==> src/rtl/dgl_pkg.sv <==
package dgl_pkg;

    localparam int BYTE_W = 8;
    localparam int ADDR_W = 4;

    // write address map
    localparam logic [ADDR_W-1:0] ADR_IVAL_BASE = 4'd0;
    localparam logic [ADDR_W-1:0] ADR_CTRL      = 4'd3;
    localparam logic [ADDR_W-1:0] ADR_ENA_BASE  = 4'd4;

    // control byte bit positions
    localparam int CTRL_RELOAD_BIT = 0;
    localparam int CTRL_FLUSH_BIT  = 1;

    typedef struct packed {
        logic reload;
        logic flush;
    } ctrl_cmd_t;

    typedef struct packed {
        logic tick;
        logic win_end;
    } timebase_t;

    typedef struct packed {
        logic level;
        logic armed;
        logic prev;
    } chan_state_t;

    function automatic int bytes_for(input int bits);
        return (bits + BYTE_W - 1) / BYTE_W;
    endfunction

    function automatic int width_for(input int count);
        return (count > 1) ? $clog2(count) : 1;
    endfunction

endpackage

==> src/rtl/dgl_regs.sv <==
module dgl_regs
    import dgl_pkg::*;
#(
    parameter int NUM_CH = 24,
    parameter int IVAL_W = 20
) (
    input  logic                 clk,
    input  logic                 rst,
    input  logic                 wr_en,
    input  logic [ADDR_W-1:0]    wr_addr,
    input  logic [BYTE_W-1:0]    wr_data,
    output logic [IVAL_W-1:0]    ival_stage,
    output logic [NUM_CH-1:0]    ena,
    output ctrl_cmd_t            cmd
);

    // staged interval, one flop per bit, byte lane picked by bit index
    for (genvar b = 0; b < IVAL_W; b++) begin : g_ival_bit
        localparam logic [ADDR_W-1:0] LANE_ADR = ADR_IVAL_BASE + ADDR_W'(b / BYTE_W);
        always_ff @(posedge clk) begin
            if (rst)
                ival_stage[b] <= 1'b0;
            else if (wr_en && (wr_addr == LANE_ADR))
                ival_stage[b] <= wr_data[b % BYTE_W];
        end
    end

    // channel enable mask
    for (genvar c = 0; c < NUM_CH; c++) begin : g_ena_bit
        localparam logic [ADDR_W-1:0] LANE_ADR = ADR_ENA_BASE + ADDR_W'(c / BYTE_W);
        always_ff @(posedge clk) begin
            if (rst)
                ena[c] <= 1'b0;
            else if (wr_en && (wr_addr == LANE_ADR))
                ena[c] <= wr_data[c % BYTE_W];
        end
    end

    // command strobes act on the edge that accepts the write
    always_comb begin
        cmd.reload = wr_en && (wr_addr == ADR_CTRL) && wr_data[CTRL_RELOAD_BIT];
        cmd.flush  = wr_en && (wr_addr == ADR_CTRL) && wr_data[CTRL_FLUSH_BIT];
    end

endmodule

==> src/rtl/dgl_timebase.sv <==
module dgl_timebase
    import dgl_pkg::*;
#(
    parameter int TICK_DIV = 20,
    parameter int IVAL_W   = 20
) (
    input  logic              clk,
    input  logic              rst,
    input  logic              reload,
    input  logic [IVAL_W-1:0] ival_stage,
    output logic [IVAL_W-1:0] ival_act,
    output logic [IVAL_W-1:0] win_cnt,
    output timebase_t         tb
);

    localparam int PW = width_for(TICK_DIV);

    logic tick;
    logic last_tick;

    // base tick prescaler
    if (TICK_DIV > 1) begin : g_presc
        logic [PW-1:0] presc;
        assign tick = (presc == PW'(TICK_DIV - 1));
        always_ff @(posedge clk) begin
            if (rst || reload)
                presc <= '0;
            else if (tick)
                presc <= '0;
            else
                presc <= presc + 1'b1;
        end
    end else begin : g_no_presc
        assign tick = 1'b1;
    end

    // active interval, loaded only by the reload command
    always_ff @(posedge clk) begin
        if (rst)
            ival_act <= '0;
        else if (reload)
            ival_act <= ival_stage;
    end

    // shared window counter
    assign last_tick = (win_cnt == (ival_act - 1'b1));

    always_ff @(posedge clk) begin
        if (rst || reload)
            win_cnt <= '0;
        else if (ival_act == '0)
            win_cnt <= '0;
        else if (tick)
            win_cnt <= last_tick ? '0 : win_cnt + 1'b1;
    end

    always_comb begin
        tb.tick    = tick;
        tb.win_end = tick && last_tick && (ival_act != '0) && !reload;
    end

endmodule

==> src/rtl/dgl_chan.sv <==
module dgl_chan
    import dgl_pkg::*;
(
    input  logic clk,
    input  logic rst,
    input  logic raw,
    input  logic bypass,
    input  logic flush,
    input  logic win_end,
    output logic level_o
);

    chan_state_t st;

    always_ff @(posedge clk) begin
        if (rst) begin
            st <= '0;
        end else begin
            st.prev <= raw;
            if (bypass || flush) begin
                st.level <= raw;
                st.armed <= 1'b0;
            end else if (raw != st.prev) begin
                // bounce: qualification starts over
                st.armed <= 1'b0;
            end else if (win_end) begin
                if (st.armed) begin
                    st.level <= raw;
                    st.armed <= 1'b0;
                end else begin
                    st.armed <= (raw != st.level);
                end
            end
        end
    end

    assign level_o = bypass ? raw : st.level;

endmodule

==> src/rtl/dgl_filter_bank.sv <==
module dgl_filter_bank
    import dgl_pkg::*;
#(
    parameter int NUM_CH   = 24,
    parameter int IVAL_W   = 20,
    parameter int TICK_DIV = 20
) (
    input  logic              clk,
    input  logic              rst,
    input  logic              wr_en,
    input  logic [3:0]        wr_addr,
    input  logic [7:0]        wr_data,
    input  logic [NUM_CH-1:0] raw_i,
    input  logic [1:0]        rd_sel,
    output logic [NUM_CH-1:0] filt_o,
    output logic [NUM_CH-1:0] raw_o,
    output logic [7:0]        rd_byte
);

    localparam int NBYTES = bytes_for(NUM_CH);

    logic [IVAL_W-1:0] ival_stage;
    logic [IVAL_W-1:0] ival_act;
    logic [IVAL_W-1:0] win_cnt;
    logic [NUM_CH-1:0] ena;
    logic [NUM_CH-1:0] raw_q;
    ctrl_cmd_t         cmd;
    timebase_t         tb;
    logic              tick;
    logic              win_end;
    logic              reload;
    logic              flush;
    logic              all_bypass;

    dgl_regs #(
        .NUM_CH (NUM_CH),
        .IVAL_W (IVAL_W)
    ) u_regs (
        .clk        (clk),
        .rst        (rst),
        .wr_en      (wr_en),
        .wr_addr    (wr_addr),
        .wr_data    (wr_data),
        .ival_stage (ival_stage),
        .ena        (ena),
        .cmd        (cmd)
    );

    assign reload = cmd.reload;
    assign flush  = cmd.flush;

    dgl_timebase #(
        .TICK_DIV (TICK_DIV),
        .IVAL_W   (IVAL_W)
    ) u_tb (
        .clk        (clk),
        .rst        (rst),
        .reload     (reload),
        .ival_stage (ival_stage),
        .ival_act   (ival_act),
        .win_cnt    (win_cnt),
        .tb         (tb)
    );

    assign tick       = tb.tick;
    assign win_end    = tb.win_end;
    assign all_bypass = (ival_act == '0);

    always_ff @(posedge clk) begin
        if (rst)
            raw_q <= '0;
        else
            raw_q <= raw_i;
    end

    for (genvar c = 0; c < NUM_CH; c++) begin : g_chan
        dgl_chan u_chan (
            .clk     (clk),
            .rst     (rst),
            .raw     (raw_q[c]),
            .bypass  (all_bypass || !ena[c]),
            .flush   (flush),
            .win_end (win_end),
            .level_o (filt_o[c])
        );
    end

    assign raw_o = raw_q;

    // byte lane readback, lanes past the last channel read zero
    always_comb begin
        rd_byte = '0;
        for (int k = 0; k < BYTE_W; k++) begin
            if ((int'(rd_sel) < NBYTES) && (int'(rd_sel) * BYTE_W + k < NUM_CH))
                rd_byte[k] = filt_o[int'(rd_sel) * BYTE_W + k];
        end
    end

endmodule

==> config.mk <==
export PLATFORM = sky130hd
export DESIGN_NAME = dgl_filter_bank
export DESIGN_NICKNAME = d
export VERILOG_FILES = /design/src/rtl/dgl_pkg.sv /design/src/rtl/dgl_regs.sv /design/src/rtl/dgl_timebase.sv /design/src/rtl/dgl_chan.sv /design/src/rtl/dgl_filter_bank.sv
export SDC_FILE = /design/constraint.sdc
export NUM_CORES = 1
export LEC_CHECK = 0
export BUFFER_PORTS_ARGS = -buffer_cell sky130_fd_sc_hd__buf_2
export CAP_MARGIN = 20
export CORE_UTILIZATION = 40
export CTS_CLUSTER_DIAMETER = 100
export DETAILED_ROUTE_END_ITERATION = 8
export SYNTH_ARGS = -nofsm -noshare
export SYNTH_HDL_FRONTEND = slang
export SYNTH_SLANG_ARGS = --single-unit
==> constraint.sdc <==
create_clock -name clk -period 3.8 [get_ports clk]
set_input_delay 0.38 -clock clk [delete_from_list [all_inputs] [get_ports clk]]
set_output_delay 0.38 -clock clk [all_outputs]
set_load 0.02 [all_outputs]
After elaboration in Yosys (flattened, before gate mapping)
Cells that the tools add are included.
- reduce and logical (&&, ||, !) cells: 195
- muxes and demuxes: 200
- equal/unequal tests: 80
- order comparisons: 17
- add/sub/neg operators: 10
- operator list (cell ; count):
    less-than comparator 32 x 6 -> 1 bit, second input constant ; 7
    two-way mux 1 bit ; 143
    two-way mux 2 bit ; 48
    nonzero test 2 bit ; 48
    AND reduction 3 bit ; 24
    OR reduction 3 bit ; 24
    logical OR 1 bit ; 49
    != test 1 bit ; 48
    != test 2 x 1 -> 1 bit, second input constant ; 24
    less-than comparator 6 bit, second input constant ; 7
    binary-select mux 1 bit (select 5 bit) ; 7
    zero test 1 bit ; 25
    adder 5 x 3 -> 6 bit, second input constant ; 4
    adder 20 x 1 -> 20 bit, second input constant ; 1
    equality test 20 bit ; 1
    logical AND 1 bit ; 20
    zero test 20 bit ; 1
    two-way mux 20 bit ; 1
    nonzero test 20 bit ; 1
    subtractor 20 x 1 -> 20 bit, second input constant ; 1
    adder 5 x 2 -> 6 bit, second input constant ; 2
    equality test 4 x 3 -> 1 bit, second input constant ; 3
    equality test 4 x 2 -> 1 bit, second input constant ; 2
    adder 5 x 1 -> 6 bit, second input constant ; 1
    9 further kinds ; 10
- output and inout bits: 56
- input bits: 41
- bits in registers: 185
- word-level logic and storage cells: 622

Depth between registers and ports, before layout
- depth after elaboration: 8
- gate-level depth with buffers: 12
- mapped depth without buffers: 9

Hierarchy
A second synthesis with hierarchy kept.
- cells, all modules: 989
- area, all modules: 9930.8 sq um
- modules (own cells, without submodules) (module ; instances ; seq. area each (sq um) ; area each (sq um) ; cells an instance):
    dgl_chan ; 24 ; 60.1 ; 177.7 ; 17
    dgl_timebase ; 1 ; 900.9 ; 2741.4 ; 309
    dgl_regs ; 1 ; 880.8 ; 1829.3 ; 160
    dgl_filter_bank ; 1 ; 480.5 ; 1096.1 ; 112

Least setup slack after synthesis
OpenSTA, ideal clock, no wires.
- kind: register -> output
- from: register u_tb.ival_act[7]
- to: output port rd_byte[5]
- required time: 3420 ps
- arrival time: 2477 ps
- setup slack: 943 ps
- stages on the path, launching flop included: 11
- path buffers: 3
- cells stage by stage: dfxtp_1 > buf_6 > nor4_4 > nand3b_1 > or4_1 > clkbuf_1 > clkbuf_1 > nand2_1 > mux2_2 > mux2i_1 > o2bb2ai_1
- word-level cells in the longest chain between the ends: 7
- elaborated cells on any way between the ends: 53
- classes of those cells: mux (28); reduce/logical (25)
- ends and longest elaborated chain (item ; line ; RTL):
    from (decl) ; dgl_timebase.sv:11 ; output logic [IVAL_W-1:0] ival_act,
    from (signal assigned) ; dgl_timebase.sv:42 ; ival_act <= ival_stage;
    zero test 20 bit ; dgl_filter_bank.sv:67 ; assign all_bypass = (ival_act == '0);
    logical OR 1 bit ; dgl_filter_bank.sv:81 ; .bypass (all_bypass || !ena[c]),
    two-way mux 1 bit ; dgl_chan.sv:37 ; assign level_o = bypass ? raw : st.level;
    named net g_chan[21].u_chan.level_o ; dgl_chan.sv:10 ; output logic level_o
    binary-select mux 1 bit (select 5 bit) ; dgl_filter_bank.sv:95 ; rd_byte[k] = filt_o[int'(rd_sel) * BYTE_W + k];
    two-way mux 1 bit (not written as such) (2 in a row) ; dgl_filter_bank.sv:95 ;
    two-way mux 1 bit ; dgl_filter_bank.sv:94 ; if ((int'(rd_sel) < NBYTES) && (int'(rd_sel) * BYTE_W + k < NUM_CH))
    to (decl) ; dgl_filter_bank.sv:17 ; output logic [7:0] rd_byte
The timed path passes the listed nets, and every way through them passes these cells. The select of a mux whose other input is x is not followed.

Worst setup path after layout
- from: register u_tb.ival_act[4]
- to: output port rd_byte[1]
- word-level cells in the longest chain between the ends: 7
- elaborated cells on any way between the ends: 53
- classes of those cells: mux (28); reduce/logical (25)
- ends and longest elaborated chain (item ; line):
    zero test 20 bit * ; dgl_filter_bank.sv:67
    logical OR 1 bit ; dgl_filter_bank.sv:81
    two-way mux 1 bit ; dgl_chan.sv:37
    binary-select mux 1 bit (select 5 bit) * ; dgl_filter_bank.sv:95
    two-way mux 1 bit (not written as such) * (2 in a row) ; dgl_filter_bank.sv:95
    two-way mux 1 bit * ; dgl_filter_bank.sv:94
Mark *: on every way between the ends. The rest lies on a longest branch, timed or not. The select of a mux whose other input is x is not followed.

==> results.sh <==
export IMPL_htreeDepth=4
export IMPL_fin_skew_ns=0.0131
export IMPL_syn_area_mm2=0.00951
export IMPL_dp_worst_setup_slack_ns=0.520
export IMPL_slew_violations=0
export IMPL_finalSetupViolCount=0
export IMPL_min_path_cells=2
export IMPL_p_per_area_mw_per_mm2=388
export IMPL_grt_util_all_layers_pct=19.5
export IMPL_path_class="reg -> out"
export IMPL_port_buffers=96
export IMPL_fin_crit_ns=3.68
export IMPL_finalWorstSetupSlack_ns=0.124
export IMPL_antennaDiodeCount=0
export IMPL_synth_async_reset_ratio_pct=0
export IMPL_finalHoldViolCount=0
export IMPL_avgSynthCellArea_um2=8.68
export IMPL_ctsHoldBuffers=0
export IMPL_synth_ff_type="dfxtp_1"
export IMPL_critPathLaunchType="flip-flop"
export IMPL_ant_nets=0
export IMPL_final_util_pct=45.2
export IMPL_first_pass_iters=5
export IMPL_vias=7574
export IMPL_synth_cell_types=63
export IMPL_r2r_end="g_chan[7].u_chan.st[1]"
export IMPL_overflow=0
export IMPL_die_w_um=156
export IMPL_end_kind="primary output"
export IMPL_syn_to_final_growth_pct=11.1
export IMPL_fp_dieH_um=156
export IMPL_worst_r2r_path_depth=10
export IMPL_maxSlewHeadroom_pct=28.4
export IMPL_grt_pass1_vias=7073
export IMPL_worstPathMaxFanout=25
export IMPL_grt_start_max_net_pins=74
export IMPL_routedWlPerCell_um=15.9
export IMPL_rows=56
export IMPL_worstHoldPathType="in -> reg"
export IMPL_final_cell_mix="dfxtp_1, nor2_1, nand2_1, buf_2, mux2i_1"
export IMPL_gp_congestion=0.854
export IMPL_cts_inserted_buffers=17
export IMPL_grt_pass1_wl_um=37000
export IMPL_final_common_cell="dfxtp_1"
export IMPL_dieArea_mm2=0.0244
export IMPL_worst_hold_path_endpoint="raw_o[15]"
export IMPL_ir_worst_vdd_mv=0.271
export IMPL_clockRootBuffer="clkbuf_16"
export IMPL_period_share_pct=96.7
export IMPL_status="finished clean"
export IMPL_worst_pin_slew_ns=1.07
export IMPL_synth_seq_cells=185
export IMPL_syn_num_nets=1140
export IMPL_io_pins=97
export IMPL_crit_required_ns=3.42
export IMPL_cts_sinks=185
export IMPL_drv_cap=0
export IMPL_ys_seq_area_share_pct=38.9
export IMPL_power_leakage_nw=4.41
export IMPL_whs_ns=0.152
export IMPL_tns_ns=0
export IMPL_crit_arrival_ns=3.30
export IMPL_clk_pin_slew_worst_paths_ns=0.08
export IMPL_clk_latency_ns=0.43
export IMPL_synth_edf_count=0
export IMPL_ys_warn_count=0
export IMPL_syn_inst=1096
export IMPL_cts_tree="done"
export IMPL_rrSetupSlack_ns=0.65
export IMPL_initial_utilization_pct=40.6
export IMPL_hpwl_um=16100
export IMPL_power_mw=4.10
export IMPL_first_iter_violations=519
export IMPL_routed_wl_um=23200
export IMPL_max_freq_mhz=272
export IMPL_max_clock_path_buffers=2
export IMPL_hp_start="raw_i[15]"
export IMPL_drc=0
export IMPL_r2r_start="u_tb.ival_act[0]"
export IMPL_avgViaCountPerCell=5.17
export IMPL_antenna_found_initial=0
export IMPL_core_mm2=0.0234
export IMPL_fin_nets=1176
export IMPL_layout_drive_gt1_share_pct=17.1
layer usage:
| metal | wire length [um] | global-route usage [%] | part of all wire (%) |
|---|---|---|---|
| met1 | 11100 | 25.7 | 48 |
| met2 | 11000 | 32.5 | 47 |
| met3 | 820 | 3.19 | 3.5 |
| met4 | 299 | 5.46 | 1.3 |
| met5 | 0 | 0 | 0 |
sequential cells by signal (all words and copies together) (netlist names):
register            count
raw_o                  24
u_tb.win_cnt           20
u_tb.g_presc.presc      5
g_chan.u_chan.st       72
u_regs.ena             24
u_regs.ival_stage      20
u_tb.ival_act          20
worst max-delay path by stage:
stage                startpoint    endpoint  slack [ns]  depth (start not counted)
6_report       u_tb.ival_act[4]  rd_byte[1]        0.12                          9
5_1_grt        u_tb.ival_act[4]  rd_byte[1]      -0.001                          9
4_1_cts        u_tb.ival_act[7]  rd_byte[1]        0.05                          9
3_5_place_dp   u_tb.ival_act[7]  rd_byte[1]        0.52                          9
3_3_place_gp   u_tb.ival_act[7]  rd_byte[1]        0.54                          9
2_1_floorplan  u_tb.ival_act[7]  rd_byte[5]        0.94                         10
Yosys cell counts (all sizes together), types with 2 or more instances:
cell	n	area, um^2
nor4	6	95.1
or3	3	18.8
and2	2	12.5
o21ai	4	20.0
o22ai	2	12.5
nand3b	4	30.0
xnor2	50	438
or2	2	12.5
o221ai	2	23.8
mux2i	77	771
dfxtp	185	3700
nor3b	4	30.0
and3	31	194
o211ai	4	30.0
ha	3	37.5
or4	6	48.8
nand2	126	475
o31a	3	26.3
a211oi	2	20.0
clkbuf	38	144
nand3	34	183
inv	8	30.0
a21oi	48	240
buf	62	459
xor2	16	140
nand2b	6	37.5
mux2	48	541
nor2b	76	475
nor3	10	50.1
a31oi	23	144
nand4	37	231
nor2	145	544
a2111oi	2	23.8
and4	5	43.8
o2bb2ai	8	70.1
repair_timing:
item,in CTS,in global routing
resized for setup,0,1
hold endpoints to repair,0,0
setup buffers,0,4
setup endpoints to repair,0,4
critical path, stage by stage (launching register included):
cell and delay [ns]:
dfxtp_1 0.40, nor4_4 0.48, nand2_2 0.16, or4_1 0.49, buf_4 0.27, nand2_1 0.13, mux2_2 0.37, mux2i_1 0.27
o2bb2ai_1 0.11, buf_2 0.17
cell families after synthesis:
kind of cell             count (synthesis)  share of synthesized area (%)
adder cells (fa/ha/maj)                  3                          0.395
multiplexers                           125                           13.8
XOR/XNOR                                67                           6.33
AND/OR/NAND/NOR                        501                           26.7
buffers and inverters                  108                           6.66
AO/OA/AOI/OAI                          107                           7.22
flip-flops                             185                           38.9
cell type report:
cell class | count | area [um^2]
clock buffers | 18 | 439
clock inverters | 14 | 148
fillers | 2347 | 12800
inverters | 8 | 30.0
multi-input cells | 803 | 5190
flip-flops and latches | 185 | 3700
well taps | 319 | 399
repair buffers | 117 | 657
where the power goes:
part / total (mW) / internal (mW) / leakage (nW) / switching [mW]
Combinational: 0.289 / 0.119 / 2.62 / 0.170
Clock: 1.79 / 0.952 / 0.286 / 0.833
Sequential: 2.03 / 1.98 / 1.51 / 0.0489
Total: 4.10 / 3.05 / 4.41 / 1.05
through the flow:
| step | area, um^2 | std cells |
|---|---|---|
| 2_1_floorplan | 9510 | 1096 |
| 3_3_place_gp | 9940 | 1427 |
| 3_5_place_dp | 9940 | 1427 |
| 4_1_cts | 10500 | 1459 |
| 5_1_grt | 10600 | 1464 |
| 6_report | 10600 | 1464 |
(Power assumes the default switching activity.)
